### src/rtl/mesi_pkg.sv
package mesi_pkg;

    typedef enum logic [1:0] {
        ST_I = 2'd0,
        ST_S = 2'd1,
        ST_E = 2'd2,
        ST_M = 2'd3
    } line_st_e;

    typedef enum logic [1:0] {
        LOC_RD  = 2'd0,
        LOC_WR  = 2'd1,
        LOC_EV  = 2'd2,
        LOC_NOP = 2'd3
    } loc_op_e;

    typedef enum logic [1:0] {
        SNP_RD  = 2'd0,
        SNP_WR  = 2'd1,
        SNP_UPG = 2'd2,
        SNP_NOP = 2'd3
    } snp_op_e;

    typedef struct packed {
        logic rd;
        logic wr;
        logic upg;
        logic wb;
    } loc_act_t;

    typedef struct packed {
        logic shared;
        logic dirty;
        logic wb;
        logic err;
    } snp_act_t;

    typedef struct packed {
        loc_act_t loc;
        snp_act_t snp;
    } act_t;

endpackage

### src/rtl/mesi_snoop_fsm.sv
module mesi_snoop_fsm
    import mesi_pkg::*;
(
    input  line_st_e cur,
    input  logic     hit,
    input  snp_op_e  op,
    output line_st_e nxt,
    output snp_act_t act
);
    always_comb begin
        nxt = cur;
        act = '0;
        if (hit) begin
            unique case (op)
                SNP_RD: begin
                    unique case (cur)
                        ST_S: act.shared = 1'b1;
                        ST_E: begin act.shared = 1'b1; nxt = ST_S; end
                        ST_M: begin act.dirty = 1'b1; act.wb = 1'b1; nxt = ST_S; end
                        default: ;
                    endcase
                end
                SNP_WR: begin
                    unique case (cur)
                        ST_S, ST_E: nxt = ST_I;
                        ST_M: begin act.dirty = 1'b1; act.wb = 1'b1; nxt = ST_I; end
                        default: ;
                    endcase
                end
                SNP_UPG: begin
                    unique case (cur)
                        ST_S: nxt = ST_I;
                        ST_E, ST_M: act.err = 1'b1;
                        default: ;
                    endcase
                end
                default: ;
            endcase
        end
    end
endmodule

### src/rtl/mesi_local_fsm.sv
module mesi_local_fsm
    import mesi_pkg::*;
(
    input  line_st_e cur,
    input  logic     hit,
    input  loc_op_e  op,
    input  logic     sharers,
    output line_st_e nxt,
    output loc_act_t act
);
    always_comb begin
        nxt = cur;
        act = '0;
        if (hit) begin
            unique case (op)
                LOC_RD: begin
                    if (cur == ST_I) begin
                        act.rd = 1'b1;
                        nxt    = sharers ? ST_S : ST_E;
                    end
                end
                LOC_WR: begin
                    unique case (cur)
                        ST_I: begin act.wr  = 1'b1; nxt = ST_M; end
                        ST_S: begin act.upg = 1'b1; nxt = ST_M; end
                        ST_E: nxt = ST_M;
                        default: ;
                    endcase
                end
                LOC_EV: begin
                    act.wb = (cur == ST_M);
                    nxt    = ST_I;
                end
                default: ;
            endcase
        end
    end
endmodule

### src/rtl/mesi_line_ctrl.sv
module mesi_line_ctrl
    import mesi_pkg::*;
#(
    parameter int NUM_LINES = 8,
    localparam int IDX_W = (NUM_LINES > 1) ? $clog2(NUM_LINES) : 1
) (
    input  logic             clk,
    input  logic             rst_n,
    input  logic             loc_valid,
    input  logic [1:0]       loc_op,
    input  logic [IDX_W-1:0] loc_idx,
    input  logic             sharers_present,
    input  logic             snp_valid,
    input  logic [1:0]       snp_op,
    input  logic [IDX_W-1:0] snp_idx,
    input  logic [IDX_W-1:0] look_idx,
    output logic [1:0]       look_state,
    output logic             bus_rd,
    output logic             bus_wr,
    output logic             bus_upg,
    output logic             loc_wb,
    output logic             resp_shared,
    output logic             resp_dirty,
    output logic             snp_wb,
    output logic             proto_err
);
    line_st_e state_q [NUM_LINES];
    line_st_e state_d [NUM_LINES];
    line_st_e mid_st  [NUM_LINES];
    snp_act_t snp_act [NUM_LINES];
    loc_act_t loc_act [NUM_LINES];
    act_t     act_q, act_d;

    // Per line: snoop first, then the local event on the snoop's result.
    for (genvar g = 0; g < NUM_LINES; g++) begin : g_line
        logic snp_hit, loc_hit;
        assign snp_hit = snp_valid && (snp_idx == IDX_W'(g));
        assign loc_hit = loc_valid && (loc_idx == IDX_W'(g));

        mesi_snoop_fsm u_snp (
            .cur (state_q[g]),
            .hit (snp_hit),
            .op  (snp_op_e'(snp_op)),
            .nxt (mid_st[g]),
            .act (snp_act[g])
        );

        mesi_local_fsm u_loc (
            .cur     (mid_st[g]),
            .hit     (loc_hit),
            .op      (loc_op_e'(loc_op)),
            .sharers (sharers_present),
            .nxt     (state_d[g]),
            .act     (loc_act[g])
        );
    end

    always_comb begin
        act_d = '0;
        for (int i = 0; i < NUM_LINES; i++) begin
            act_d.loc = act_d.loc | loc_act[i];
            act_d.snp = act_d.snp | snp_act[i];
        end
    end

    always_ff @(posedge clk) begin
        if (!rst_n) begin
            for (int i = 0; i < NUM_LINES; i++) state_q[i] <= ST_I;
            act_q <= '0;
        end else begin
            for (int i = 0; i < NUM_LINES; i++) state_q[i] <= state_d[i];
            act_q <= act_d;
        end
    end

    assign look_state  = state_q[look_idx];
    assign bus_rd      = act_q.loc.rd;
    assign bus_wr      = act_q.loc.wr;
    assign bus_upg     = act_q.loc.upg;
    assign loc_wb      = act_q.loc.wb;
    assign resp_shared = act_q.snp.shared;
    assign resp_dirty  = act_q.snp.dirty;
    assign snp_wb      = act_q.snp.wb;
    assign proto_err   = act_q.snp.err;
endmodule

### config.mk
export PLATFORM = sky130hd
export DESIGN_NAME = mesi_line_ctrl
export DESIGN_NICKNAME = d
export VERILOG_FILES = /design/src/rtl/mesi_pkg.sv /design/src/rtl/mesi_snoop_fsm.sv /design/src/rtl/mesi_local_fsm.sv /design/src/rtl/mesi_line_ctrl.sv
export SDC_FILE = /design/constraint.sdc
export NUM_CORES = 1
export LEC_CHECK = 0
export ABC_AREA = 0
export ABC_CLOCK_PERIOD_IN_PS = 2000
export BUFFER_PORTS_ARGS = -buffer_cell sky130_fd_sc_hd__buf_2
export CAP_MARGIN = 25
export CORE_MARGIN = 3
export CORE_UTILIZATION = 50
export CTS_BUF_LIST = sky130_fd_sc_hd__clkbuf_4 sky130_fd_sc_hd__clkbuf_8
export DETAILED_ROUTE_END_ITERATION = 10
export GPL_ROUTABILITY_DRIVEN = 0
export PLACE_DENSITY = 0.69
export SETUP_SLACK_MARGIN = 0.5
export SLEW_MARGIN = 15
export SYNTH_ARGS = -nofsm -noshare
export SYNTH_HDL_FRONTEND = slang
export SYNTH_SLANG_ARGS = --single-unit
### constraint.sdc
create_clock -name clk -period 2 [get_ports clk]
set_clock_uncertainty 0.15 [all_clocks]
set_input_delay 0.2 -clock clk [delete_from_list [all_inputs] [get_ports clk]]
set_output_delay 0.2 -clock clk [all_outputs]
set_load 0.05 [all_outputs]
* After elaboration in Yosys (flattened, before gate mapping)
Memory sizes are Yosys's and may differ from the RTL's.
Cells that the tools add are included.
** Word-level totals
- Bits of input ports :: 18
- RAM bits :: 16
- Word-level logic and storage cells :: 345
- Flip-flop bits (word level) :: 8
- Output and inout port bits :: 10
- Memories :: 1
** Memories
- state_q :: depth 8, bits a word 2, rd ports 9, clocked after memory_dff 0, write ports 8, RTL line mesi_line_ctrl.sv:27 : line_st_e state_q [NUM_LINES];
** Operators by class
- Bitwise gates (word level) :: 22
- Reductions and logical operators :: 61
- Equal/unequal tests :: 66
- Multiplexer cells :: 187
** Operators by type and width (count)
- 2-bit two-way mux :: 89
- 2-bit case mux with 3 select lines :: 16
- 2-bit == test (second input constant) :: 34
- 1-bit two-way mux :: 66
- 4-bit two-way mux :: 16
- 4-bit bitwise OR :: 14
- 3-bit OR reduction :: 16
- 2-bit by 1-bit == test with 1-bit output (second input constant) :: 18
- 2-bit OR reduction :: 17
- 3-bit == test (second input constant) :: 8
- 2-bit zero test :: 10
- 1-bit logical AND :: 16
- 3-bit by 2-bit == test with 1-bit output (second input constant) :: 4
- 1-bit bitwise OR :: 8
- 3-bit by 1-bit == test with 1-bit output (second input constant) :: 2
- 3-bit zero test :: 2

* Depth between registers and ports, before layout
- Depth in word-level cells :: 16
- Gate-level depth with buffers :: 9
- Mapped depth without buffers :: 8

* Hierarchy
Synthesis repeated with hierarchy kept, for this count alone.
** Unflattened totals
- Cells, all modules :: 426
- Area, all modules :: 3427.0 um^2
** By module, submodules not included
- mesi_line_ctrl :: seq. area each 480.5 um^2, instances 1, area each 993.5 um^2, cells each 98
- mesi_local_fsm :: seq. area each 0.0 um^2, instances 8, area each 123.9 um^2, cells each 18
- mesi_snoop_fsm (g_line[3].u_snp ...) :: seq. area each 0.0 um^2, instances 5, area each 175.2 um^2, cells each 23
- mesi_snoop_fsm (g_line[0].u_snp ...) :: seq. area each 0.0 um^2, instances 3, area each 188.9 um^2, cells each 23

* Worst setup path after synthesis
No wires, ideal clock.
- Path type :: register to output
- Start :: memory state_q[3][0] (netlist name)
- End :: output look_state[0]
- Data required time :: 1.650 ns
- Buffers on the path :: 0
- Arrival :: 2.016 ns
- Cell stages (with the launch flop) :: 4
- Slack :: -0.366 ns
- Cell sequence :: dfxtp_1 > inv_1 > mux4_2 > o21ai_0
** RTL lines
- start: declaration :: RTL line mesi_line_ctrl.sv:27
- end: declaration :: RTL line mesi_line_ctrl.sv:17 : output logic [1:0] look_state,

==> impl_metrics.env <==
export IMPL_min_period_over_period_pct=114
export IMPL_syn_inst=392
export IMPL_die_h_um=83.8
export IMPL_clock_fmax_mhz=438
export IMPL_syn_cell_area_um2=3020
export IMPL_min_from="rst_n"
export IMPL_p_leak_uw=0.00191
export IMPL_report_final_slew_viol_count=0
export IMPL_use_met1_pct=37.1
export IMPL_synth_top_flop_cell="dfxtp_1"
export IMPL_syn_num_nets=458
export IMPL_max_cap_violations=0
export IMPL_first_global_vias=3563
export IMPL_clk_pin_slew_ns=0.10
export IMPL_register_area_um2=513
export IMPL_synth_sequential_area_ratio_pct=15.2
export IMPL_worstPathRequired_ns=2.04
export IMPL_dp_cells=554
export IMPL_start_util_pct=53.3
export IMPL_synth_top_area_share_pct=19.9
export IMPL_num_rows=27
export IMPL_place_port_buffers=27
export IMPL_ys_types=63
export IMPL_gr_usage_met3_pct=4.54
export IMPL_die_w_um=83.8
export IMPL_n_antenna_cell=0
export IMPL_cts_tree="built"
export IMPL_cp_slowest_cell="dfxtp_4"
export IMPL_min_to="state_q[7][1]$_SDFF_PN0_"
export IMPL_yosysTopAreaCell="ha_1"
export IMPL_synth_edf_count=0
export IMPL_setup_slack_ns=-0.283
export IMPL_nFillCells=306
export IMPL_coreArea_um2=5680
export IMPL_routed_via_density=6.43
export IMPL_avgSynthCellArea_um2=7.71
export IMPL_drtIter0Drc=295
export IMPL_cp_max_fo=4
export IMPL_crit_path_end_kind="flop"
export IMPL_async_reset_ff_share_pct=0
export IMPL_hold_violations=0
export IMPL_wl_per_cell_um=19.9
export IMPL_syn_to_final_growth_pct=59.8
export IMPL_status="finished with violations"
export IMPL_vdd_ir_drop_max_uv=300
export IMPL_ant_nets=0
export IMPL_rsz0062_at_grt="yes"
export IMPL_nets=573
export IMPL_post_route_drc_count=0
export IMPL_cts_sinks=23
export IMPL_ios=28
export IMPL_r2r_end="bus_rd$_SDFF_PN0_"
export IMPL_hold_class="in2reg"
export IMPL_critPathTopFamily="compound AO/OA/AOI/OAI gates"
export IMPL_violations="setup timing"
export IMPL_yosys_warnings=0
export IMPL_multi_input_area_um2=3040
export IMPL_post_place_ws_ns=-0.278
export IMPL_slew_headroom_pct=66.4
export IMPL_worst_setup_path_type="reg2reg"
export IMPL_routed_wl_um=11500
export IMPL_setup_viol=15
export IMPL_grt_antenna_before_repair=0
export IMPL_r2r_start="state_q[4][1]$_SDFF_PN0_"
export IMPL_cts_buffers=3
export IMPL_critPathBufInv=2
export IMPL_die_area_um2=7020
export IMPL_cpPeakStageDelay_ns=0.39
export IMPL_power_total_uw=1220
export IMPL_final_cells=578
export IMPL_grt_use_met2_pct=53.7
export IMPL_yosysMostFrequentCell="ha_1"
export IMPL_tightest_slew_ns=0.504
export IMPL_critPathArrivalTime_ns=2.32
export IMPL_clk_latency_ns=0.28
export IMPL_min_period_ns=2.28
export IMPL_grt_max_degree=26
export IMPL_whs_path_depth=3
export IMPL_drive_gt1_share_pct=55.5
export IMPL_grt_pass1_wl_um=17300
export IMPL_ys_top_cells_by_area="ha_1 (20%), dfxtp_1 (15%), o21ai_0 (7.4%)"
export IMPL_powerDensity_nw_per_um2=253
export IMPL_synth_common_cells="ha_1 (48), nor2_1 (46), o21ai_0 (45), a21oi_1 (28), nand2_1 (28)"
export IMPL_worst_setup_path_start_kind="flop"
export IMPL_rrSetupSlack_ns=-0.28
export IMPL_vias=3714
export IMPL_cts_root_buffer="clkbuf_8"
export IMPL_crit_chain="inv_4 > buf_6 > ha_4 > o21a_1 > o21ai_2 > o31ai_4 > or3b_4 > o311a_4 > a2111oi_4"
export IMPL_fin_setup_tns_ns=-1.48
export IMPL_dr_pass1_iters=7
export IMPL_dpl_hpwl_um=7680
export IMPL_grt_use_total_pct=30.3
export IMPL_synth_seq_cells=23
export IMPL_gr_max_usage_layer="met2"
export IMPL_cts_buffer_depth=2
export IMPL_grt_overflow=0
export IMPL_htree_levels=1
export IMPL_r2r_cells=9
worst max-delay path by stage:
stage,startpoint,to,slack (ns),depth (start not counted)
after global placement,state_q[4][0]$_SDFF_PN0_,bus_rd$_SDFF_PN0_,-0.22,7
after CTS,state_q[4][1]$_SDFF_PN0_,bus_rd$_SDFF_PN0_,-0.22,9
after global routing,state_q[4][1]$_SDFF_PN0_,bus_rd$_SDFF_PN0_,-0.36,9
after floorplan,state_q[5][0]$_SDFF_PN0_,loc_wb$_SDFF_PN0_,-0.06,7
final,state_q[4][1]$_SDFF_PN0_,bus_rd$_SDFF_PN0_,-0.28,9
after detailed placement,state_q[4][0]$_SDFF_PN0_,bus_rd$_SDFF_PN0_,-0.28,7
worst register-to-register path: stages (launching register included):
cell,delay (ns)
dfxtp_4,0.39
inv_4,0.05
buf_6,0.11
ha_4,0.14
o21a_1,0.20
o21ai_2,0.20
o31ai_4,0.13
or3b_4,0.39
o311a_4,0.15
a2111oi_4,0.27
placed cells by master (no fill, tap or decap), types with 4 or more instances in the layout:
| cell | n |
|---|---|
| dfxtp_1 | 7 |
| a21oi_2 | 14 |
| ha_2 | 5 |
| a22oi_1 | 4 |
| nand3_1 | 9 |
| nor3_1 | 4 |
| nor3_4 | 4 |
| o21ai_1 | 13 |
| o21ai_0 | 18 |
| o21ai_2 | 14 |
| ha_4 | 20 |
| a21o_1 | 7 |
| nand2_1 | 26 |
| a22oi_2 | 4 |
| nand2b_1 | 4 |
| inv_2 | 4 |
| ha_1 | 23 |
| mux4_2 | 4 |
| o21a_1 | 6 |
| a21oi_1 | 14 |
| nor2_1 | 42 |
| o31ai_4 | 5 |
| dfxtp_4 | 13 |
| buf_2 | 25 |
| buf_4 | 86 |
| inv_4 | 10 |
| nor2b_1 | 4 |
| inv_1 | 10 |
| buf_6 | 22 |
state kept, by name (all words and copies together) (netlist names):
name,cells
loc_wb,1
proto_err,1
bus_rd,1
state_q,16
resp_dirty,1
bus_wr,1
bus_upg,1
resp_shared,1
cell families (layout without fill, tap and decap cells):
kind of cell	count (synthesis)	after routing	share of synthesized area, %
buffers and inverters	48	162	7.28
AND/OR/NAND/NOR	137	137	25.3
adder cells (fa/ha/maj)	48	48	19.9
AO/OA/AOI/OAI	132	132	29.4
flip-flops	23	23	15.2
multiplexers	4	4	2.98
report_power, final:
| part | leakage, µW | switching (µW) | internal, µW |
|---|---|---|---|
| registers | 0.000198 | 10.9 | 450 |
| logic | 0.00169 | 251 | 185 |
| clock network | 0.0000217 | 183 | 142 |
| total | 0.00191 | 445 | 776 |
through the flow:
step / utilization, % / area (µm²) / hold slack (ns)
4_1_cts: 80.3 / 4560 / 0.172
2_1_floorplan: - / 3360 / 0.125
3_5_place_dp: 72.1 / 4090 / 0.471
5_1_grt: 85.1 / 4830 / 0.202
3_3_place_gp: 72.1 / 4090 / 0.466
6_report: 85.1 / 4830 / 0.191
area by class of cell:
class	count	share of cell area [%]
well taps	72	1.86
multi-input cells	321	62.9
clock buffers	3	0.854
repair buffers	133	21.1
flip-flops and latches	23	10.6
clock inverters	1	0.155
inverters	25	2.56
what timing repair did:
action | CTS | global route
hold buffers | 0 | 0
pin swaps | 40 | 36
hold endpoints to repair | 0 | 0
setup endpoints to repair | 24 | 25
setup buffers | 12 | 8
gates resized for setup | 76 | 52
per-layer routing:
metal	share of wire (%)	vias to the layer above
met5	0	-
met4	3.0	0
met3	7.0	45
met2	50	228
met1	40	1778
li1	-	1663
Note: power is estimated with default switching activity, not from simulation.
